`config.mk`:
```
export PLATFORM = sky130hd
export DESIGN_NAME = scser_top
export DESIGN_NICKNAME = d
export VERILOG_FILES = /design/src/rtl/scser_pkg.sv /design/src/rtl/scser_seq.sv /design/src/rtl/scser_word.sv /design/src/rtl/scser_top.sv
export SDC_FILE = /design/constraint.sdc
export NUM_CORES = 2
export LEC_CHECK = 0
export BUFFER_PORTS_ARGS = -buffer_cell sky130_fd_sc_hd__buf_2
export CAP_MARGIN = 20
export CORE_AREA = 5 5 433 435
export CTS_CLUSTER_SIZE = 24
export DETAILED_ROUTE_END_ITERATION = 8
export DIE_AREA = 0 0 438 440
export HOLD_SLACK_MARGIN = 0.15
export SYNTH_ARGS = -nofsm -noshare
export SYNTH_HDL_FRONTEND = slang
export SYNTH_SLANG_ARGS = --single-unit
```
`constraint.sdc`:
```
create_clock -name clk -period 4.72 [get_ports clk]
set_input_delay 0.944 -clock clk [delete_from_list [all_inputs] [get_ports clk]]
set_output_delay 0.944 -clock clk [all_outputs]
set_load 0.03 [all_outputs]
```
`src/rtl/scser_pkg.sv`:
```
package scser_pkg;

    typedef enum logic [1:0] {
        ST_IDLE  = 2'd0,
        ST_LOAD  = 2'd1,
        ST_SHIFT = 2'd2,
        ST_DONE  = 2'd3
    } seq_state_e;

    typedef struct packed {
        logic       slow;
        logic [1:0] depth;
    } frame_cfg_t;

    // slices per row for a depth code: 0 -> 1, 1 -> 2, 2/3 -> 3
    function automatic logic [1:0] slices_for_depth(input logic [1:0] depth);
        case (depth)
            2'd0:    return 2'd1;
            2'd1:    return 2'd2;
            default: return 2'd3;
        endcase
    endfunction

endpackage

```
`src/rtl/scser_seq.sv`:
```
module scser_seq
    import scser_pkg::*;
#(
    parameter int NUM_ROWS = 256,
    parameter int FAST_LEN = 16,
    parameter int SLOW_LEN = 1024,
    parameter int CNT_W    = 10,
    parameter int ROW_W    = 8
) (
    input  logic             clk,
    input  logic             rst,
    input  logic             token_in,
    input  frame_cfg_t       cfg_in,
    output seq_state_e       state_o,
    output logic [CNT_W-1:0] cnt_o,
    output logic [ROW_W-1:0] row_o,
    output logic [1:0]       nib_o,
    output logic             slow_o,
    output logic             frame_done,
    output logic             token_out
);

    seq_state_e       state;
    frame_cfg_t       cfg_q;
    logic [CNT_W-1:0] cnt;
    logic [ROW_W-1:0] row;
    logic [1:0]       nib;
    logic [1:0]       nibs;
    logic [CNT_W-1:0] last_cnt;
    logic             last_xfer;

    assign nibs      = slices_for_depth(cfg_q.depth);
    assign last_cnt  = cfg_q.slow ? CNT_W'(SLOW_LEN - 1) : CNT_W'(FAST_LEN - 1);
    assign last_xfer = (row == ROW_W'(NUM_ROWS - 1)) && (nib == nibs - 2'd1);

    always_ff @(posedge clk) begin
        if (rst) begin
            state <= ST_IDLE;
            cfg_q <= '0;
            cnt   <= '0;
            row   <= '0;
            nib   <= '0;
        end else begin
            case (state)
                ST_IDLE: if (token_in) begin
                    cfg_q <= cfg_in;
                    row   <= '0;
                    nib   <= '0;
                    state <= ST_LOAD;
                end
                ST_LOAD: begin
                    cnt   <= '0;
                    state <= ST_SHIFT;
                end
                ST_SHIFT: begin
                    if (cnt == last_cnt) begin
                        if (last_xfer) begin
                            state <= ST_DONE;
                        end else begin
                            state <= ST_LOAD;
                            if (nib == nibs - 2'd1) begin
                                nib <= '0;
                                row <= row + 1'b1;
                            end else begin
                                nib <= nib + 2'd1;
                            end
                        end
                    end else begin
                        cnt <= cnt + 1'b1;
                    end
                end
                default: state <= ST_IDLE;
            endcase
        end
    end

    assign state_o    = state;
    assign cnt_o      = cnt;
    assign row_o      = row;
    assign nib_o      = nib;
    assign slow_o     = cfg_q.slow;
    assign frame_done = (state == ST_DONE);
    assign token_out  = (state == ST_DONE);

    // the token hand-off is a single-cycle pulse
    assert_token_pulse_R6: assert property (@(posedge clk) disable iff (rst)
        token_out |=> !token_out);

    // every load is followed directly by shifting
    assert_load_then_shift_R5: assert property (@(posedge clk) disable iff (rst)
        state == ST_LOAD |=> state == ST_SHIFT);

    // slice index stays inside the configured depth
    assert_nib_range_R3: assert property (@(posedge clk) disable iff (rst)
        state != ST_IDLE |-> nib < nibs);

    // rows advance by at most one between loads
    assert_row_step_R3: assert property (@(posedge clk) disable iff (rst)
        (state == ST_LOAD && $past(state) == ST_SHIFT) |->
        (row == $past(row) || row == $past(row) + 1'b1));

endmodule

```
`src/rtl/scser_word.sv`:
```
module scser_word #(
    parameter int NUM_SC   = 32,
    parameter int SC_BITS  = 32,
    parameter int ROW_BITS = 1024,
    parameter int CNT_W    = 10
) (
    input  logic                clk,
    input  logic                rst,
    input  logic                load,
    input  logic                shift_en,
    input  logic                slow,
    input  logic [CNT_W-1:0]    cnt,
    input  logic [ROW_BITS-1:0] row_data,
    output logic [NUM_SC-1:0]   dout_rise,
    output logic [NUM_SC-1:0]   dout_fall,
    output logic                dout_slow
);

    localparam int SC_IDX_W = $clog2(SC_BITS);
    localparam int PAIR_W   = SC_IDX_W - 1;

    logic [ROW_BITS-1:0] word_q;
    logic [PAIR_W-1:0]   pair;
    logic                fast_on;

    always_ff @(posedge clk) begin
        if (rst) begin
            word_q <= '0;
        end else if (load) begin
            word_q <= row_data;
        end
    end

    assign pair    = cnt[PAIR_W-1:0];
    assign fast_on = shift_en && !slow;

    for (genvar s = 0; s < NUM_SC; s++) begin : g_line
        logic [SC_BITS-1:0] sc_word;
        assign sc_word      = word_q[s*SC_BITS +: SC_BITS];
        assign dout_rise[s] = fast_on && sc_word[{pair, 1'b0}];
        assign dout_fall[s] = fast_on && sc_word[{pair, 1'b1}];
    end

    assign dout_slow = shift_en && slow && word_q[cnt];

endmodule

```
`src/rtl/scser_top.sv`:
```
module scser_top
    import scser_pkg::*;
#(
    parameter int NUM_COLS = 256,
    parameter int SC_COLS  = 8,
    parameter int NIB_W    = 4,
    parameter int NUM_ROWS = 256,
    localparam int NUM_SC   = NUM_COLS / SC_COLS,
    localparam int ROW_BITS = NUM_COLS * NIB_W,
    localparam int ROW_W    = (NUM_ROWS > 1) ? $clog2(NUM_ROWS) : 1
) (
    input  logic                clk,
    input  logic                rst,
    input  logic                token_in,
    input  logic                slow_mode,
    input  logic [1:0]          count_depth,
    input  logic [ROW_BITS-1:0] row_data,
    output logic [ROW_W-1:0]    row_addr,
    output logic [1:0]          nib_sel,
    output logic [NUM_SC-1:0]   dout_rise,
    output logic [NUM_SC-1:0]   dout_fall,
    output logic                dout_slow,
    output logic                frame_done,
    output logic                token_out
);

    localparam int SC_BITS  = SC_COLS * NIB_W;
    localparam int FAST_LEN = SC_BITS / 2;
    localparam int SLOW_LEN = ROW_BITS;
    localparam int CNT_W    = $clog2(SLOW_LEN);

    seq_state_e       state;
    logic [CNT_W-1:0] cnt;
    logic             slow_q;
    frame_cfg_t       cfg_in;

    assign cfg_in = '{slow: slow_mode, depth: count_depth};

    scser_seq #(
        .NUM_ROWS (NUM_ROWS),
        .FAST_LEN (FAST_LEN),
        .SLOW_LEN (SLOW_LEN),
        .CNT_W    (CNT_W),
        .ROW_W    (ROW_W)
    ) u_seq (
        .clk        (clk),
        .rst        (rst),
        .token_in   (token_in),
        .cfg_in     (cfg_in),
        .state_o    (state),
        .cnt_o      (cnt),
        .row_o      (row_addr),
        .nib_o      (nib_sel),
        .slow_o     (slow_q),
        .frame_done (frame_done),
        .token_out  (token_out)
    );

    scser_word #(
        .NUM_SC   (NUM_SC),
        .SC_BITS  (SC_BITS),
        .ROW_BITS (ROW_BITS),
        .CNT_W    (CNT_W)
    ) u_word (
        .clk       (clk),
        .rst       (rst),
        .load      (state == ST_LOAD),
        .shift_en  (state == ST_SHIFT),
        .slow      (slow_q),
        .cnt       (cnt),
        .row_data  (row_data),
        .dout_rise (dout_rise),
        .dout_fall (dout_fall),
        .dout_slow (dout_slow)
    );

    // lines are silent whenever the sequencer is not shifting
    assert_quiet_idle_R2: assert property (@(posedge clk) disable iff (rst)
        state != ST_SHIFT |-> (dout_rise == '0 && dout_fall == '0 && !dout_slow));

    // slow line and fast lines are never active together
    assert_line_split_R7: assert property (@(posedge clk) disable iff (rst)
        dout_slow |-> (dout_rise == '0 && dout_fall == '0));

endmodule

```
==> impl_metrics.env <==
export IMPL_r2r_slack_ns=1.28
export IMPL_startpoint_type="flop"
export IMPL_finalHoldViolCount=0
export IMPL_die_height_um=440
export IMPL_drt_wl_total_um=255000
export IMPL_yosysUniqueCellTypes=63
export IMPL_p_int_w=0.0169
export IMPL_place_gp_congestion=0.973
export IMPL_grt_setup_unrepaired="true"
export IMPL_detail_route_wl_per_cell_um=27.8
export IMPL_syn_to_final_growth_pct=26.2
export IMPL_core_area_sq_um=183000
export IMPL_grt_pass1_vias=48516
export IMPL_placed_cell_area_sq_um=60800
export IMPL_p_comb_frac=0.161
export IMPL_grt_overflow_total=0
export IMPL_antenna_found_initial=47
export IMPL_netlist_top_cells_area="dfxtp_1 40%, mux4_2 24%, nand2_1 15%"
export IMPL_whs_ns=0.401
export IMPL_finalSetupViolations=1
export IMPL_end_kind="primary output"
export IMPL_setup_slack_ns=-0.154
export IMPL_synth_ff_type="dfxtp_1"
export IMPL_max_freq_mhz=205
export IMPL_cts_tree="yes"
export IMPL_min_path_cells=3
export IMPL_min_from="row_data[385]"
export IMPL_synth_edf_count=0
export IMPL_synth_seq_cells=1049
export IMPL_drive_above_1_share=0.318
export IMPL_clkPwrFrac=0.414
export IMPL_leakage_nw=23.6
export IMPL_r2r_start="u_seq.cnt_o[1]"
export IMPL_worstPathRequired_ns=3.78
export IMPL_switching_power_w=0.00685
export IMPL_cts_buffers=116
export IMPL_drt_pass1_iter_count=6
export IMPL_cts_sinks=1049
export IMPL_syn_cell_area_sq_um=52200
export IMPL_slew_limit_headroom=0.383
export IMPL_grt_usage=0.251
export IMPL_power_density_nw_per_um2=360
export IMPL_syn_nets=6755
export IMPL_seq_power_share=0.425
export IMPL_total_power_w=0.0237
export IMPL_dpl_hpwl_um=199000
export IMPL_yosysMostFrequentCell="nand2_1"
export IMPL_min_to="u_word.word_q[385]"
export IMPL_worst_endpoint_arrival_ns=3.93
export IMPL_p_sw_frac=0.289
export IMPL_fin_nets=7692
export IMPL_status="complete, but fails checks"
export IMPL_die_area_sq_um=193000
export IMPL_ys_warn_count=0
export IMPL_post_route_min_period_ns=4.87
export IMPL_syn_instance_count=5723
export IMPL_setup_tns_ns=-0.154
export IMPL_critical_path_class="reg2out"
export IMPL_pin_count=1107
export IMPL_path_clk_slew_ns=0.06
export IMPL_hold_path_class="in2reg"
export IMPL_syn_avg_cell_area_sq_um=9.11
export IMPL_stdcell_area_sq_um=65800
export IMPL_peakVddDrop_mv=0.273
export IMPL_place_inst=8899
export IMPL_netlist_top_cell_by_area="dfxtp_1"
export IMPL_grt_start_max_net_pins=170
export IMPL_viasPerCell=5.45
export IMPL_die_w_um=438
export IMPL_grt_pass1_wl_um=351000
export IMPL_cts_htree_levels=3
export IMPL_violations="negative setup slack"
export IMPL_num_rows=157
export IMPL_synthArstFlopShare=0
export IMPL_cap_violations=0
export IMPL_ant_nets=0
export IMPL_place_port_buffers=1106
export IMPL_vias=49921
export IMPL_drc=0
export IMPL_regToRegEndpoint="u_seq.row_o[7]"
export IMPL_hold_buffers=0
export IMPL_start_util=0.285
export IMPL_ys_top_cells_by_count="2083 x nand2_1, 1049 x dfxtp_1, 1046 x a21oi_1, 559 x mux4_2, 393 x clkbuf_1"
export IMPL_clock_skew_ns=0.0268
export IMPL_tightest_slew_ns=0.920
export IMPL_finalCritPeriodShare=1.03
export IMPL_layoutNonFillerInstCount=9168
export IMPL_ctsLongestPathBuffers=3
export IMPL_root_buffer="clkbuf_16"
export IMPL_synth_top_area_frac=0.403
export IMPL_report_final_slew_viol_count=0
export IMPL_clk_latency_ns=0.75
export IMPL_worst_r2r_cell_count=10
export IMPL_drt_initial_drc_count=5691
export IMPL_yosysSeqAreaShare=0.403
export IMPL_crit_fanout=11
## placed cells by master (no fill, tap or decap), types with 9 or more instances in the layout
cell type	instances
a21oi_1	1044
a221oi_1	10
a22o_1	11
a22oi_1	41
buf_12	46
buf_16	10
buf_2	1104
buf_4	151
buf_6	18
bufinv_16	15
clkbuf_1	18
clkbuf_16	118
clkbuf_8	22
clkinv_2	10
clkinvlp_4	13
dfxtp_1	1042
diode_2	27
mux2i_1	74
mux4_2	559
nand2_1	2082
nand3_1	20
nor2_1	40
nor2b_1	74
nor3_1	13
o211ai_1	15
o21ai_0	16
xnor2_1	9
## worst max-delay path: stages, from the launching register on
cell and delay (ns):
dfxtp_4 0.36, buf_6 0.16, buf_12 0.17, buf_16 0.16
mux4_2 0.51, mux4_2 0.51, nand2_1 0.13, nand4b_1 0.16
a311oi_4 0.46, buf_4 0.20, o32ai_4 0.14, buf_6 0.17
## repair_timing
item / CTS / global route
setup buffers: 13 / 6
pin swaps: 14 / 9
gates cloned: 9 / 1
gates resized for setup: 56 / 15
setup endpoints to repair: 1 / 1
## logic make-up (layout without fill, tap and decap cells)
| group | count (synthesis) | in the layout | synth area share |
|---|---|---|---|
| adders and majority gates | 2 | 2 | 0.000480 |
| other | 0 | 27 | 0 |
| buffers and inverters | 531 | 1564 | 0.0425 |
| and+or+nand+nor | 2286 | 2286 | 0.172 |
| muxes | 640 | 640 | 0.257 |
| DFF | 1049 | 1049 | 0.403 |
| AOI/OAI and AO/OA | 1201 | 1201 | 0.123 |
| xor gates and xnor gates | 14 | 14 | 0.00235 |
## metrics by stage
step / setup WS [ns] / utilization
floorplan: 0.895 / -
global placement: -0.659 / 0.333
detailed placement: -0.623 / 0.333
CTS: -0.266 / 0.359
finish: -0.154 / 0.360
global route: -0.323 / 0.360
## sequential cells by signal, indices dropped and copies added (netlist names)
register	cells
u_seq.slow_o	1
u_seq.cfg_q	2
u_seq.row_o	8
u_seq.state_o	2
u_seq.cnt_o	10
u_seq.nib_o	2
u_word.word_q	1024
## area by class of cell
| cell class | instances | area, sq um |
|---|---|---|
| clock inverter | 57 | 838 |
| tap | 2385 | 2980 |
| sequential | 1049 | 21000 |
| inverter | 8 | 30.0 |
| multi-input combinational | 4143 | 29200 |
| antenna | 27 | 67.6 |
| clock buffer | 157 | 3300 |
| timing repair buffer | 1342 | 8400 |
| fill | 18810 | 117000 |
## how the worst max path moves through the flow
stage | slack (ns) | cells after the start | end | start
after CTS | -0.27 | 11 | dout_slow | u_seq.cnt_o[0]
final | -0.15 | 11 | dout_slow | u_seq.cnt_o[0]
after floorplan | 0.89 | 13 | dout_slow | u_seq.cnt_o[0]
after detailed placement | -0.62 | 11 | dout_slow | u_seq.cnt_o[1]
after global placement | -0.66 | 11 | dout_slow | u_seq.cnt_o[1]
after global routing | -0.32 | 11 | dout_slow | u_seq.cnt_o[0]
## power by group through the flow
stage	clock network [W]	logic (W)	registers, W
3_3_place_gp	0	0.00363	0.0102
2_1_floorplan	0	0.00230	0.00991
5_1_grt	0.0103	0.00412	0.0101
4_1_cts	0.00998	0.00382	0.0100
3_5_place_dp	0	0.00368	0.0102
6_report	0.00982	0.00383	0.0101
## routing by layer
| layer | routed length, um | vias up | track usage | part of all wire |
|---|---|---|---|---|
| met5 | 69 | - | 0 | 0.00027 |
| met4 | 17600 | 10 | 0.158 | 0.069 |
| met3 | 18400 | 549 | 0.0470 | 0.072 |
| met2 | 123000 | 2648 | 0.416 | 0.48 |
| met1 | 96100 | 24673 | 0.302 | 0.38 |
| li1 | - | 22041 | - | - |
No activity file was read; power rests on OpenSTA's default activity.
